$ cat config.mk
export PLATFORM = sky130hd
export DESIGN_NAME = msg_cipher_engine
export DESIGN_NICKNAME = d
export VERILOG_FILES = /design/src/rtl/msg_cipher_pkg.sv /design/src/rtl/msg_hdr_capture.sv /design/src/rtl/msg_seq_ctrl.sv /design/src/rtl/msg_out_stage.sv /design/src/rtl/msg_cipher_engine.sv
export SDC_FILE = /design/constraint.sdc
export NUM_CORES = 1
export LEC_CHECK = 0
export ABC_AREA = 1
export BUFFER_PORTS_ARGS = -buffer_cell sky130_fd_sc_hd__buf_4
export CORE_ASPECT_RATIO = 1.5
export CORE_MARGIN = 8
export CORE_UTILIZATION = 56
export DETAILED_ROUTE_END_ITERATION = 7
export GPL_TIMING_DRIVEN = 0
export MAX_ROUTING_LAYER = met4
export PLACE_DENSITY = 0.95
export RECOVER_POWER = 100
export SLEW_MARGIN = 40
export SYNTH_ARGS = -nofsm -noshare
export SYNTH_HDL_FRONTEND = slang
export SYNTH_SLANG_ARGS = --single-unit
export TNS_END_PERCENT = 50
$ cat constraint.sdc
create_clock -name clk -period 3.3 [get_ports clk]
set_input_delay 0.495 -clock clk [delete_from_list [all_inputs] [get_ports clk]]
set_output_delay 0.495 -clock clk [all_outputs]
set_load 0.005 [all_outputs]
$ cat src/rtl/msg_cipher_pkg.sv
package msg_cipher_pkg;

   // Control phases of one job.
   typedef enum logic [1:0] {
      ST_HDR   = 2'd0,
      ST_SEED  = 2'd1,
      ST_BODY  = 2'd2,
      ST_FLUSH = 2'd3
   } seq_state_t;

   // Width of the header slot index; the header is key words plus three.
   localparam int unsigned HDR_IDX_W = 3;

endpackage

$ cat src/rtl/msg_hdr_capture.sv
module msg_hdr_capture #(
   parameter int unsigned WORD_W   = 32,
   parameter int unsigned KEY_W    = 128,
   parameter int unsigned BEARER_W = 5,
   parameter int unsigned IDX_W    = 3
) (
   input  logic                      clk,
   input  logic                      rst_n,
   input  logic                      capture,
   input  logic [IDX_W-1:0]          idx,
   input  logic [WORD_W-1:0]         word,
   output logic [KEY_W-1:0]          key,
   output logic [4*WORD_W-1:0]       iv,
   output logic [$clog2(WORD_W)-1:0] tail
);
   localparam int unsigned KEY_WORDS  = KEY_W / WORD_W;
   localparam int unsigned SLOT_COUNT = KEY_WORDS;
   localparam int unsigned SLOT_MODE  = KEY_WORDS + 1;
   localparam int unsigned SLOT_LEN   = KEY_WORDS + 2;
   localparam int unsigned PAD_W      = WORD_W - BEARER_W - 1;
   localparam int unsigned TAIL_W     = $clog2(WORD_W);

   if (KEY_W % WORD_W != 0) begin : g_bad_key
      $error("key width must be a whole number of words");
   end
   if (SLOT_LEN >= (1 << IDX_W)) begin : g_bad_idx
      $error("header index too narrow for the header length");
   end
   if (WORD_W < BEARER_W + 2) begin : g_bad_mode
      $error("word too narrow for channel and direction fields");
   end

   logic [WORD_W-1:0]   count_q;
   logic [BEARER_W-1:0] bearer_q;
   logic                dir_q;
   logic [TAIL_W-1:0]   tail_q;

   // One register per key word, selected by header slot.
   for (genvar gk = 0; gk < KEY_WORDS; gk++) begin : g_key
      logic [WORD_W-1:0] part_q;
      always_ff @(posedge clk or negedge rst_n) begin
         if (!rst_n) begin
            part_q <= '0;
         end else if (capture && idx == IDX_W'(gk)) begin
            part_q <= word;
         end
      end
      assign key[gk*WORD_W +: WORD_W] = part_q;
   end

   always_ff @(posedge clk or negedge rst_n) begin
      if (!rst_n) begin
         count_q  <= '0;
         bearer_q <= '0;
         dir_q    <= 1'b0;
         tail_q   <= '0;
      end else if (capture) begin
         if (idx == IDX_W'(SLOT_COUNT)) count_q <= word;
         if (idx == IDX_W'(SLOT_MODE)) begin
            bearer_q <= word[BEARER_W:1];
            dir_q    <= word[0];
         end
         if (idx == IDX_W'(SLOT_LEN)) tail_q <= word[TAIL_W-1:0];
      end
   end

   assign iv   = {2{count_q, bearer_q, dir_q, {PAD_W{1'b0}}}};
   assign tail = tail_q;

endmodule

$ cat src/rtl/msg_seq_ctrl.sv
module msg_seq_ctrl
   import msg_cipher_pkg::*;
#(
   parameter int unsigned WORD_W    = 32,
   parameter int unsigned LEN_W     = 32,
   parameter int unsigned IDX_W     = 3,
   parameter int unsigned LAST_SLOT = 6
) (
   input  logic             clk,
   input  logic             rst_n,
   input  logic             in_valid,
   input  logic [LEN_W-1:0] in_len,
   input  logic             ks_valid,
   input  logic             slot_free,
   input  logic             out_fire,
   output logic             in_ready,
   output logic             ks_take,
   output logic             hdr_capture,
   output logic [IDX_W-1:0] hdr_idx,
   output logic             gen_init,
   output logic             body_load,
   output logic             body_last,
   output logic             done
);
   localparam int unsigned SHIFT = $clog2(WORD_W);
   localparam int unsigned CNT_W = LEN_W - SHIFT + 1;

   if (LEN_W <= SHIFT) begin : g_bad_len
      $error("length field narrower than a word index");
   end

   seq_state_t        state_q;
   logic [IDX_W-1:0]  idx_q;
   logic [CNT_W-1:0]  left_q;
   logic [CNT_W-1:0]  words;
   logic              done_q;
   logic              in_hdr, in_body;

   assign words   = CNT_W'(({1'b0, in_len} + (LEN_W+1)'(WORD_W - 1)) >> SHIFT);
   assign in_hdr  = (state_q == ST_HDR);
   assign in_body = (state_q == ST_BODY);

   always_comb begin
      in_ready    = in_hdr | (in_body & ks_valid & slot_free);
      ks_take     = in_body & in_valid & slot_free;
      hdr_capture = in_hdr & in_valid;
      body_load   = in_body & in_valid & ks_valid & slot_free;
      body_last   = body_load & (left_q == CNT_W'(1));
      gen_init    = (state_q == ST_SEED);
      done        = done_q;
      hdr_idx     = idx_q;
   end

   always_ff @(posedge clk or negedge rst_n) begin
      if (!rst_n) begin
         state_q <= ST_HDR;
         idx_q   <= '0;
         left_q  <= '0;
         done_q  <= 1'b0;
      end else begin
         done_q <= 1'b0;
         case (state_q)
            ST_HDR: begin
               if (in_valid) begin
                  if (idx_q == IDX_W'(LAST_SLOT)) begin
                     idx_q <= '0;
                     if (in_len == '0) begin
                        done_q <= 1'b1;
                     end else begin
                        left_q  <= words;
                        state_q <= ST_SEED;
                     end
                  end else begin
                     idx_q <= idx_q + 1'b1;
                  end
               end
            end
            ST_SEED: state_q <= ST_BODY;
            ST_BODY: begin
               if (body_load) begin
                  left_q <= left_q - 1'b1;
                  if (left_q == CNT_W'(1)) state_q <= ST_FLUSH;
               end
            end
            ST_FLUSH: begin
               if (out_fire) begin
                  done_q  <= 1'b1;
                  state_q <= ST_HDR;
               end
            end
            default: state_q <= ST_HDR;
         endcase
      end
   end


   seed_pulse_chk: assert property (@(posedge clk) disable iff (!rst_n)
      gen_init |=> !gen_init);


   seed_no_input_chk: assert property (@(posedge clk) disable iff (!rst_n)
      gen_init |-> !in_ready);


   stall_freeze_chk: assert property (@(posedge clk) disable iff (!rst_n)
      !slot_free |-> (!in_ready && !ks_take));


   done_pulse_chk: assert property (@(posedge clk) disable iff (!rst_n)
      done |=> !done);

endmodule

$ cat src/rtl/msg_out_stage.sv
module msg_out_stage #(
   parameter int unsigned WORD_W = 32
) (
   input  logic                      clk,
   input  logic                      rst_n,
   input  logic                      load,
   input  logic                      last,
   input  logic [$clog2(WORD_W)-1:0] tail,
   input  logic [WORD_W-1:0]         pt,
   input  logic [WORD_W-1:0]         ks,
   input  logic                      out_ready,
   output logic                      out_valid,
   output logic [WORD_W-1:0]         out_data,
   output logic                      slot_free
);
   localparam int unsigned TAIL_W = $clog2(WORD_W);

   logic [WORD_W-1:0] keep;
   logic [WORD_W-1:0] data_q;
   logic              valid_q;

   // Per-bit keep mask: a bit survives unless it lies past the message end.
   for (genvar gb = 0; gb < WORD_W; gb++) begin : g_keep
      assign keep[gb] = !last || (tail == '0) || (TAIL_W'(gb) < tail);
   end

   assign slot_free = !valid_q || out_ready;

   always_ff @(posedge clk or negedge rst_n) begin
      if (!rst_n) begin
         data_q  <= '0;
         valid_q <= 1'b0;
      end else if (load) begin
         data_q  <= (pt ^ ks) & keep;
         valid_q <= 1'b1;
      end else if (out_ready) begin
         valid_q <= 1'b0;
      end
   end

   assign out_valid = valid_q;
   assign out_data  = data_q;


   hold_stable_chk: assert property (@(posedge clk) disable iff (!rst_n)
      (out_valid && !out_ready) |=> (out_valid && $stable(out_data)));

endmodule

$ cat src/rtl/msg_cipher_engine.sv
module msg_cipher_engine
   import msg_cipher_pkg::*;
#(
   parameter int unsigned WORD_W   = 32,
   parameter int unsigned KEY_W    = 128,
   parameter int unsigned BEARER_W = 5
) (
   input  logic                clk,
   input  logic                rst_n,
   input  logic                in_valid,
   output logic                in_ready,
   input  logic [WORD_W-1:0]   in_data,
   output logic                gen_init,
   output logic [KEY_W-1:0]    gen_key,
   output logic [4*WORD_W-1:0] gen_iv,
   input  logic                ks_valid,
   output logic                ks_take,
   input  logic [WORD_W-1:0]   ks_data,
   output logic                out_valid,
   input  logic                out_ready,
   output logic [WORD_W-1:0]   out_data,
   output logic                done
);
   localparam int unsigned KEY_WORDS = KEY_W / WORD_W;
   localparam int unsigned LAST_SLOT = KEY_WORDS + 2;
   localparam int unsigned TAIL_W    = $clog2(WORD_W);

   if (WORD_W < 8 || (WORD_W & (WORD_W - 1)) != 0) begin : g_bad_word
      $error("word width must be a power of two of at least 8");
   end

   logic                 hdr_capture;
   logic [HDR_IDX_W-1:0] hdr_idx;
   logic [TAIL_W-1:0]    tail;
   logic                 slot_free;
   logic                 body_load, body_last;
   logic                 out_fire;

   assign out_fire = out_valid && out_ready;

   msg_hdr_capture #(
      .WORD_W   (WORD_W),
      .KEY_W    (KEY_W),
      .BEARER_W (BEARER_W),
      .IDX_W    (HDR_IDX_W)
   ) u_hdr (
      .clk     (clk),
      .rst_n   (rst_n),
      .capture (hdr_capture),
      .idx     (hdr_idx),
      .word    (in_data),
      .key     (gen_key),
      .iv      (gen_iv),
      .tail    (tail)
   );

   msg_seq_ctrl #(
      .WORD_W    (WORD_W),
      .LEN_W     (WORD_W),
      .IDX_W     (HDR_IDX_W),
      .LAST_SLOT (LAST_SLOT)
   ) u_seq (
      .clk         (clk),
      .rst_n       (rst_n),
      .in_valid    (in_valid),
      .in_len      (in_data),
      .ks_valid    (ks_valid),
      .slot_free   (slot_free),
      .out_fire    (out_fire),
      .in_ready    (in_ready),
      .ks_take     (ks_take),
      .hdr_capture (hdr_capture),
      .hdr_idx     (hdr_idx),
      .gen_init    (gen_init),
      .body_load   (body_load),
      .body_last   (body_last),
      .done        (done)
   );

   msg_out_stage #(
      .WORD_W (WORD_W)
   ) u_out (
      .clk       (clk),
      .rst_n     (rst_n),
      .load      (body_load),
      .last      (body_last),
      .tail      (tail),
      .pt        (in_data),
      .ks        (ks_data),
      .out_ready (out_ready),
      .out_valid (out_valid),
      .out_data  (out_data),
      .slot_free (slot_free)
   );


   ks_with_input_chk: assert property (@(posedge clk) disable iff (!rst_n)
      (ks_take && ks_valid) |-> (in_valid && in_ready));

endmodule

==> results of run 1 <==
[cell type report]
cell class / instances / area [µm²] / area share
Multi-Input combinational cell: 1145 / 5100 / 0.329
Sequential cell: 238 / 5960 / 0.384
Timing Repair Buffer: 311 / 2010 / 0.130
Tap cell: 272 / 340 / 0.0219
Buffer: 149 / 916 / 0.0590
Inverter: 95 / 357 / 0.0230
Clock inverter: 11 / 224 / 0.0144
Clock buffer: 29 / 618 / 0.0398
[power groups by stage]
stage	sequential, µW	combinational, µW	clock [µW]
2_1_floorplan	5200	3020	0
3_3_place_gp	5300	6340	0
3_5_place_dp	5370	6630	0
4_1_cts	5380	6760	2970
5_1_grt	5510	6850	3100
6_report	5410	6230	2980
[layer usage]
metal / routed length (µm) / GRT usage / vias up
met5: 0 / - / -
met4: 4570 / 0.286 / 0
met3: 4780 / 0.0663 / 284
met1: 16800 / 0.392 / 6186
met2: 24500 / 0.634 / 964
li1: - / - / 5681
[critical path, cell delays in order (launching register included)]
cell	delay, ns
dfrtp_1	0.42
inv_1	0.13
ha_1	0.35
nand3_1	0.14
nor2_1	0.64
nand3_1	0.23
nor2_4	0.20
nand2_4	0.13
nor2_1	0.36
nand2_1	0.15
nand2_1	0.10
nand2_1	0.05
[cell families after synthesis]
family | count (synthesis) | share of synthesized area
compound gates | 253 | 0.107
flops | 238 | 0.488
other cells | 1 | 0.000308
xor+xnor | 29 | 0.0208
fa+ha+maj | 8 | 0.00821
simple gates | 803 | 0.270
buf+inv | 244 | 0.106
[cells in the final DEF (no fill, tap or decap), drive strengths merged, types with 6 or more instances in the layout]
cell type,netlist,layout
a21oi,18,18
clkbuf,39,313
buf,110,175
nand4,22,22
nor3,6,6
inv,94,97
nand3,85,85
ha,8,8
nor2,147,147
xor2,24,24
conb,1,52
nand2,537,537
bufinv,0,6
o21ai,222,222
dfrtp,238,238
[state kept, by name, indices dropped and copies added, names as in the netlist, 2 cells and up]
name,flops
u_out.out_data,32
u_seq.left_q,28
u_seq.hdr_idx,3
u_seq.state_q,2
u_hdr.count_q,32
u_hdr.bearer_q,5
u_hdr.tail,5
u_hdr.g_key.part_q,128
[stage by stage]
stage	total power [µW]	instance area [µm²]
floorplan	8220	12400
global placement	11600	15000
detailed placement	12000	15100
CTS	15100	16000
global route	15500	15500
finish	14600	15500
[worst max-delay path by stage]
stage / endpoint / startpoint / slack [ns]
after detailed placement: u_out.out_data[27] / u_seq.state_q[0] / 0.89
after floorplan: ks_take / u_seq.state_q[0] / 1.43
after global routing: u_out.out_data[11] / u_seq.state_q[0] / 0.12
after global placement: u_hdr.count_q[15] / rst_n / -0.02
final: u_out.out_data[13] / u_seq.state_q[0] / 0.29
after CTS: ks_take / u_seq.state_q[0] / 0.37
==> flow_metrics.tcl, run 1 <==
set metrics [dict create \
    yosysTopAreaCell "dfrtp_1" \
    hpwlAfterDp_um 37500 \
    maxCapViolCount 2 \
    gp_congestion 1.01 \
    utilization 0.720 \
    grt_start_max_net_pins 73 \
    post_cts_buffers 0 \
    route.vias.total 13100 \
    violations "capacitance limit, slew limit" \
    hold_depth 2 \
    antenna_found_initial 0 \
    cts_root_buf "clkbuf_16" \
    max-vdd-ir-drop_mv 0.458 \
    crit_required_ns 3.71 \
    hold_start "out_ready" \
    core-area_mm2 0.0216 \
    p_leak_uw 0.00799 \
    yosysMostFrequentCell "nand2_1" \
    tritoncts "yes" \
    critPathKind "flop to flop" \
    numPortBuffers 307 \
    grt_pass1_wl_um 75700 \
    rsz0062_at_grt "no" \
    cp-end-kind "flop" \
    startpoint_type "flop" \
    grt_pass1_vias 13300 \
    initial_utilization 0.566 \
    area_growth_pct 27.3 \
    setup_ws_ns 0.286 \
    fillers 1690 \
    r2r_cells 11 \
    hold_viol 0 \
    clock-skew-final_ns 0.0101 \
    r2r-end "u_out.out_data[13]" \
    clock_path_buffers 3 \
    fin_tns_setup_ns 0 \
    final_nets 2039 \
    timing.final.crit_share 0.913 \
    synthTopCellsByCount "533 x nand2_1, 238 x dfrtp_1, 206 x o21ai_0" \
    hold_path_end "u_out.out_valid" \
    numCtsBuffers 22 \
    ctsResizeCount 0 \
    yosysWarnings 0 \
    p_per_area_mw_per_mm2 942 \
    switching_power_uw 5910 \
    postSynthCellCount 1576 \
    postCtsHoldBufs 1 \
    syn_area_per_cell_um2 7.74 \
    die_h_um 197 \
    fin_crit_ns 3.01 \
    drc 0 \
    routed_wl_um 50600 \
    drt_first_iter_violations 1297 \
    viasPerCell 5.83 \
    setup_viol 0 \
    insertedDiodeCount 0 \
    r2r_setup_slack_ns 0.29 \
    synth_top_area_frac 0.488 \
    min_path_type "input pin to flop" \
    relSlewSlack -0.251 \
    synth_cell_types 39 \
    hold-worst-slack_ns 0.208 \
    num_rows 66 \
    dp_cells 2209 \
    clock_sinks 238 \
    clk_latency_ns 0.52 \
    rr_startpoint "u_seq.state_q[0]" \
    antenna_left 0 \
    p_clk_frac 0.204 \
    dr.pass1.iters 8 \
    synth_edf_count 0 \
    postSynth.asyncResetShare 1.00 \
    report.final.slew_viol_count 144 \
    cp_data_arrival_time_ns 3.42 \
    cts-htree-levels 1 \
    layoutNonFillerInstCount 2250 \
    grt.total_usage 0.380 \
    swShare 0.404 \
    synth.top_cells.by_area "dfrtp_1 49%, nand2_1 16%, o21ai_0 8.5%" \
    comb_power_share 0.426 \
    worst_pin_slew_ns 1.88 \
    ys_seq_elements 238 \
    cts.clk_slew.worst_paths_ns 0.07 \
    pre_cts_slack_ns 0.890 \
    p_seq_frac 0.370 \
    drive_above_1_share 0.188 \
    yosysSeqAreaShare 0.488 \
    run_status "finished, violations left" \
    overflow 0 \
    cp_max_fo 10 \
    fmax_ghz 0.332 \
    io_pins 362 \
    wl_per_cell_um 22.5 \
    p_int_uw 8710 \
    die_w_um 136 \
    syn_area_mm2 0.0122 \
    die-area_mm2 0.0269 \
    ys_dominant_reg_cell "dfrtp_1" \
]
No activity file was read; power rests on OpenSTA's default activity.
==> inputs of run 2 (changes only) <==
ABC_AREA = not set   (was 1)
CORE_ASPECT_RATIO = 1.1   (was 1.5)
==> run 2 against run 1 <==
Critical path type is now input pin to flop; register-to-register slack got worse by 0.12 ns; via count fell by 22%; the run still ends with capacitance limit, slew limit left; largest power group unchanged; synthesized area shrank 1.9%.
==> flow_metrics.tcl, run 2 <==
set metrics [dict create \
    fin_crit_ns 3.25 \
    cpPeakStageDelay_ns 0.66 \
    clock_sinks 238 \
    r2r_setup_slack_ns 0.17 \
    r2r-end "u_hdr.g_key[2].part_q[22]" \
    synth.top_cells.by_area "dfrtp_1 50%, mux2_2 15%, buf_4 5.7%" \
    synth_edf_count 0 \
    p_leak_uw 0.00701 \
    report.final.slew_viol_count 42 \
    num_rows 56 \
    ys_seq_elements 238 \
    synthTopCellsByCount "238 x dfrtp_1, 162 x mux2_2, 91 x buf_4" \
    postSynthCellCount 1069 \
    fmax_ghz 0.307 \
    initial_utilization 0.566 \
    path_cells "clkbuf_4 -> clkbuf_1 -> nor4_1 -> nand2_1 -> or4_1 -> nand2_1 -> clkbuf_1 -> clkbuf_2 -> o21ai_0" \
    busiest_layer "met2" \
    antenna_found_initial 1 \
    die_h_um 169 \
    io_pins 362 \
    syn_area_per_cell_um2 11.2 \
    min_path_type "input pin to flop" \
    grt_pass1_vias 10900 \
    p_per_area_mw_per_mm2 952 \
    worst_pin_slew_ns 2.42 \
    worstSetupEndpoint "u_seq.left_q[6]" \
    synthSimpleGateAreaFrac 0.107 \
    dr.pass1.iters 6 \
    route.vias.total 10200 \
    setup_viol 0 \
    grt_use_met2 0.526 \
    yosysSeqAreaShare 0.498 \
    crit_family "simple AND/OR/NAND/NOR gates" \
    final_cell_mix "238 x dfrtp_1, 169 x clkbuf_1, 156 x mux2_2" \
    layoutNonFillerInstCount 1751 \
    hpwlAfterDp_um 30600 \
    overflow 0 \
    crit_required_ns 3.68 \
    fin_tns_setup_ns 0 \
    hold-worst-slack_ns 0.260 \
    synth_top_family_by_area "multiplexers" \
    use_met3 0.0998 \
    routed_wl_um 42500 \
    antenna_left 0 \
    clock-skew-final_ns 0.0170 \
    worst-path-buf-inv 4 \
    fillers 1529 \
    cp-end-kind "flop" \
    violations "capacitance limit, slew limit" \
    largest_register "u_hdr.g_key.part_q" \
    cp_data_arrival_time_ns 3.64 \
    synthMuxAreaShare 0.154 \
    utilization 0.720 \
    wl_per_cell_um 24.3 \
    synth-xor-area-share 0.0366 \
    gp_congestion 0.973 \
    die_w_um 155 \
    drive_above_1_share 0.353 \
    yosysMostFrequentCell "dfrtp_1" \
    tritoncts "yes" \
    worst-path-stages 9 \
    clk_latency_ns 0.54 \
    largest_register_ffs 128 \
    hold_viol 0 \
    grt_pass1_wl_um 64000 \
    final_nets 1519 \
    synth-adder-area-share 0.00836 \
    crit_path_top_delay_cell "or4_1" \
    relSlewSlack -0.614 \
    drc 0 \
    cts_root_buf "clkbuf_16" \
    synth-compound-area-share 0.104 \
    synth_top_area_frac 0.498 \
    cts.clk_slew.worst_paths_ns 0.06 \
    timing.final.crit_share 0.986 \
    r2r_cells 6 \
    synth_cell_types 76 \
    rr_startpoint "u_seq.state_q[0]" \
    rsz0062_at_grt "no" \
    ys_dominant_reg_cell "dfrtp_1" \
    dp_cells 1704 \
    final_common_cell "dfrtp_1" \
    die-area_mm2 0.0263 \
    grt.total_usage 0.326 \
    startpoint_type "input pin" \
    viasPerCell 5.85 \
    cp_max_fo 10 \
    drt_first_iter_violations 1049 \
    numCtsBuffers 25 \
    grt_start_max_net_pins 76 \
    clock_path_buffers 3 \
    postSynth.asyncResetShare 1.00 \
    yosysWarnings 0 \
    yosysTopAreaCell "dfrtp_1" \
    syn_area_mm2 0.0120 \
    max-vdd-ir-drop_mv 0.868 \
    maxCapViolCount 1 \
    startpoint "in_data[20]" \
    run_status "finished, violations left" \
    use_met1 0.357 \
    cts-htree-levels 1 \
    numPortBuffers 291 \
    ctsResizeCount 0 \
    area_growth_pct 27.4 \
    critPathKind "input pin to flop" \
    core-area_mm2 0.0212 \
]
## run 2: layout make-up
| type | count | area [µm²] | share of cell area |
|---|---|---|---|
| flip-flops and latches | 238 | 5960 | 0.391 |
| multi-input cells | 697 | 5070 | 0.333 |
| repair buffers | 295 | 1870 | 0.123 |
| plain buffers | 172 | 1020 | 0.0672 |
| clock buffers | 29 | 671 | 0.0440 |
| well taps | 290 | 363 | 0.0238 |
| clock inverters | 16 | 234 | 0.0154 |
| inverters | 13 | 48.8 | 0.00320 |
| diodes | 1 | 2.50 | 0.000164 |
## run 2: logic make-up (layout without fill, tap and decap cells)
kind of cell,after synthesis,in the layout
multiplexers,164,164
buffers and inverters,185,525
adder cells (fa/ha/maj),8,8
AND/OR/NAND/NOR,232,232
XOR/XNOR,50,50
AO/OA/AOI/OAI,191,191
flip-flops,238,238
other,1,53
## run 2: layer usage
layer | part of all wire | wire length [µm]
met4 | 0.056 | 2370
met1 | 0.35 | 14800
met5 | 0 | 0
met3 | 0.11 | 4710
met2 | 0.49 | 20600
## run 2: worst reg2reg max path: stages, from the launching register on
cell and delay, ns:
dfrtp_1 0.42, inv_1 0.12, ha_1 0.35, nand2_1 0.27, nor4b_1 1.00, buf_2 0.46, mux2_2 0.39
## run 2: power breakdown
group / leakage (µW) / switching (µW) / internal, µW / total [µW]
registers: 0.00295 / 1060 / 4330 / 5390
clock network: 0.000455 / 1220 / 1920 / 3140
logic: 0.00361 / 2960 / 3010 / 5980
total: 0.00701 / 5240 / 9270 / 14500
## run 2: metrics by stage
step                      cell area [µm²]  power [µW]  setup WS (ns)
after global placement              14700       11500        -0.0918
after global routing                15200       15200         0.0518
after floorplan                     12200        8270          0.952
final                               15200       14500         0.0465
after CTS                           15700       15100          0.277
after detailed placement            14800       11900         0.0922
## run 2: what timing repair did
| item | CTS | global route |
|---|---|---|
| hold endpoints to repair | 41 | 0 |
| setup buffers | 0 | 0 |
| hold buffers | 1 | 0 |
## run 2: worst min-delay path by stage
stage                                    end  slack [ns]               from  cells past startpoint
after floorplan            u_hdr.bearer_q[0]        0.20              rst_n                      0
after global placement     u_out.out_data[6]        0.46  u_out.out_data[6]                      1
after detailed placement  u_out.out_data[12]        0.42              rst_n                      1
after CTS                  u_out.out_data[8]        0.25         ks_data[8]                      3
after global routing       u_out.out_data[8]        0.26         ks_data[8]                      3
final                      u_out.out_data[8]        0.26         ks_data[8]                      3
==> inputs of run 3 (changes only) <==
CORE_UTILIZATION = 52   (was 56)
PLACE_DENSITY = 0.92   (was 0.95)
clock period = 3.1 ns   (was 3.3 ns; I/O delays follow)
==> run 3 against run 2 <==
The flow still finishes with violations (capacitance limit, slew limit); cell count is 0.34% higher; flip-flop and latch count stayed put; clock-buffer cell count is 4 higher; worst setup slack better by 0.044 ns; final area is 0.69% lower; global-route usage is 2.5 points lower.
==> flow_metrics.tcl, run 3 (synthesized netlist as in run 2, its figures left out) <==
set metrics [dict create \
    overflow 0 \
    initial_utilization 0.527 \
    fmax_ghz 0.332 \
    p_leak_uw 0.00696 \
    antenna_left 0 \
    report.final.slew_viol_count 30 \
    dr.pass1.iters 5 \
    num_rows 58 \
    hold-worst-slack_ns 0.244 \
    grt.total_usage 0.300 \
    setup_viol 0 \
    setup_ws_ns 0.0904 \
    final_cell_mix "238 x dfrtp_1, 168 x clkbuf_1, 158 x mux2_2" \
    clock_path_buffers 3 \
    worst_pin_slew_ns 1.94 \
    viasPerCell 5.78 \
    numPortBuffers 291 \
    rsz0062_at_grt "no" \
    grt_use_met2 0.497 \
    route.vias.total 10200 \
    r2r_setup_slack_ns 0.17 \
    area_growth_pct 26.5 \
    relSlewSlack -0.292 \
    cp-end-kind "flop" \
    use_met3 0.0746 \
    tritoncts "yes" \
    min_path_type "input pin to flop" \
    routed_wl_um 42600 \
    clk_latency_ns 0.53 \
    cts.clk_slew.worst_paths_ns 0.07 \
    max-vdd-ir-drop_mv 0.797 \
    startpoint_type "input pin" \
    fillers 1773 \
    drc 0 \
    die_w_um 161 \
    cp_data_arrival_time_ns 3.40 \
    grt_pass1_wl_um 63700 \
    die_h_um 175 \
    cts-htree-levels 1 \
    grt_start_max_net_pins 80 \
    utilization 0.666 \
    core-area_mm2 0.0227 \
    numCtsBuffers 24 \
    violations "capacitance limit, slew limit" \
    p_per_area_mw_per_mm2 986 \
    largest_register "u_hdr.g_key.part_q" \
    final_common_cell "dfrtp_1" \
    die-area_mm2 0.0281 \
    wl_per_cell_um 24.2 \
    cp_max_fo 10 \
    hold_viol 0 \
    maxCapViolCount 1 \
    largest_register_ffs 128 \
    post_cts_buffers 0 \
    use_met1 0.343 \
    clock-skew-final_ns 0.0175 \
    fin_crit_ns 3.01 \
    antenna_found_initial 1 \
    final_nets 1519 \
    cts_root_buf "clkbuf_16" \
    drive_above_1_share 0.356 \
    crit_required_ns 3.49 \
    clock_sinks 238 \
    grt_pass1_vias 10500 \
    drt_first_iter_violations 846 \
    critPathKind "input pin to flop" \
    pre_cts_slack_ns -0.00930 \
    io_pins 362 \
    busiest_layer "met2" \
    rr_startpoint "u_seq.state_q[0]" \
    run_status "finished, violations left" \
    startpoint "in_data[20]" \
    hold_start "ks_data[8]" \
    gp_congestion 0.962 \
    timing.final.crit_share 0.971 \
    hpwlAfterDp_um 31500 \
]
run 3: changes by cell type in the layout (fill, tap and decap cells not counted), sizes merged:
cell and delta:
bufinv -5, clkbuf +6, clkdlybuf4s25 -1, clkinv -3
inv -1
run 3: worst max-delay path, stage by stage:
cell	delay [ns]
buf_4	0.12
clkbuf_1	0.32
nor4_1	0.51
nand2_1	0.12
or4_1	0.64
nand2_1	0.16
clkbuf_1	0.49
buf_2	0.39
o21ai_0	0.17
run 3: power breakdown:
| group | switching [µW] | internal, µW |
|---|---|---|
| Clock | 1230 | 1600 |
| Sequential | 1100 | 4610 |
| Combinational | 3140 | 3240 |
run 3: path summary, 6_finish.rpt:
| check | cells after the start | endpoint |
|---|---|---|
| worst min register to register | 1 | u_out.out_data[23] |
| worst min-delay path | 3 | u_out.out_data[8] |
| max in group asynchronous | 4 | u_hdr.g_key[3].part_q[21] |
| worst max register to register | 8 | u_seq.left_q[17] |
| min in group asynchronous | 2 | u_out.out_data[0] |
| worst max-delay path | 9 | u_seq.left_q[17] |
run 3: layout make-up:
type	instances	area (µm²)	share of cell area
Sequential cell	238	5960	0.393
Multi-Input combinational cell	697	5090	0.336
Timing Repair Buffer	296	1880	0.124
Buffer	172	1040	0.0687
Clock buffer	33	674	0.0446
Tap cell	300	375	0.0248
Clock inverter	7	71.3	0.00471
Inverter	13	48.8	0.00322
Antenna cell	1	2.50	0.000165
run 3: what timing repair did:
action / in CTS / in global routing
hold buffers: 1 / 0
resized for setup: 1 / 9
hold endpoints to repair: 29 / 0
cloned: 0 / 0
setup endpoints to repair: 9 / 49
run 3: per-layer routing:
layer | routed length (µm) | vias to the layer above
met1 | 15800 | 5038
li1 | - | 4385
met2 | 20900 | 609
met3 | 3930 | 127
met5 | 0 | -
met4 | 1940 | 0
run 3: metrics by stage:
step	instances	power (µW)	instance area, µm²	TNS [ns]
floorplan	1120	8800	12200	0
global placement	1711	12300	14700	-69.86
detailed placement	1715	12700	14800	-0.00930
CTS	1756	15600	15600	0
global route	1757	15700	15100	0
finish	1757	14900	15100	0
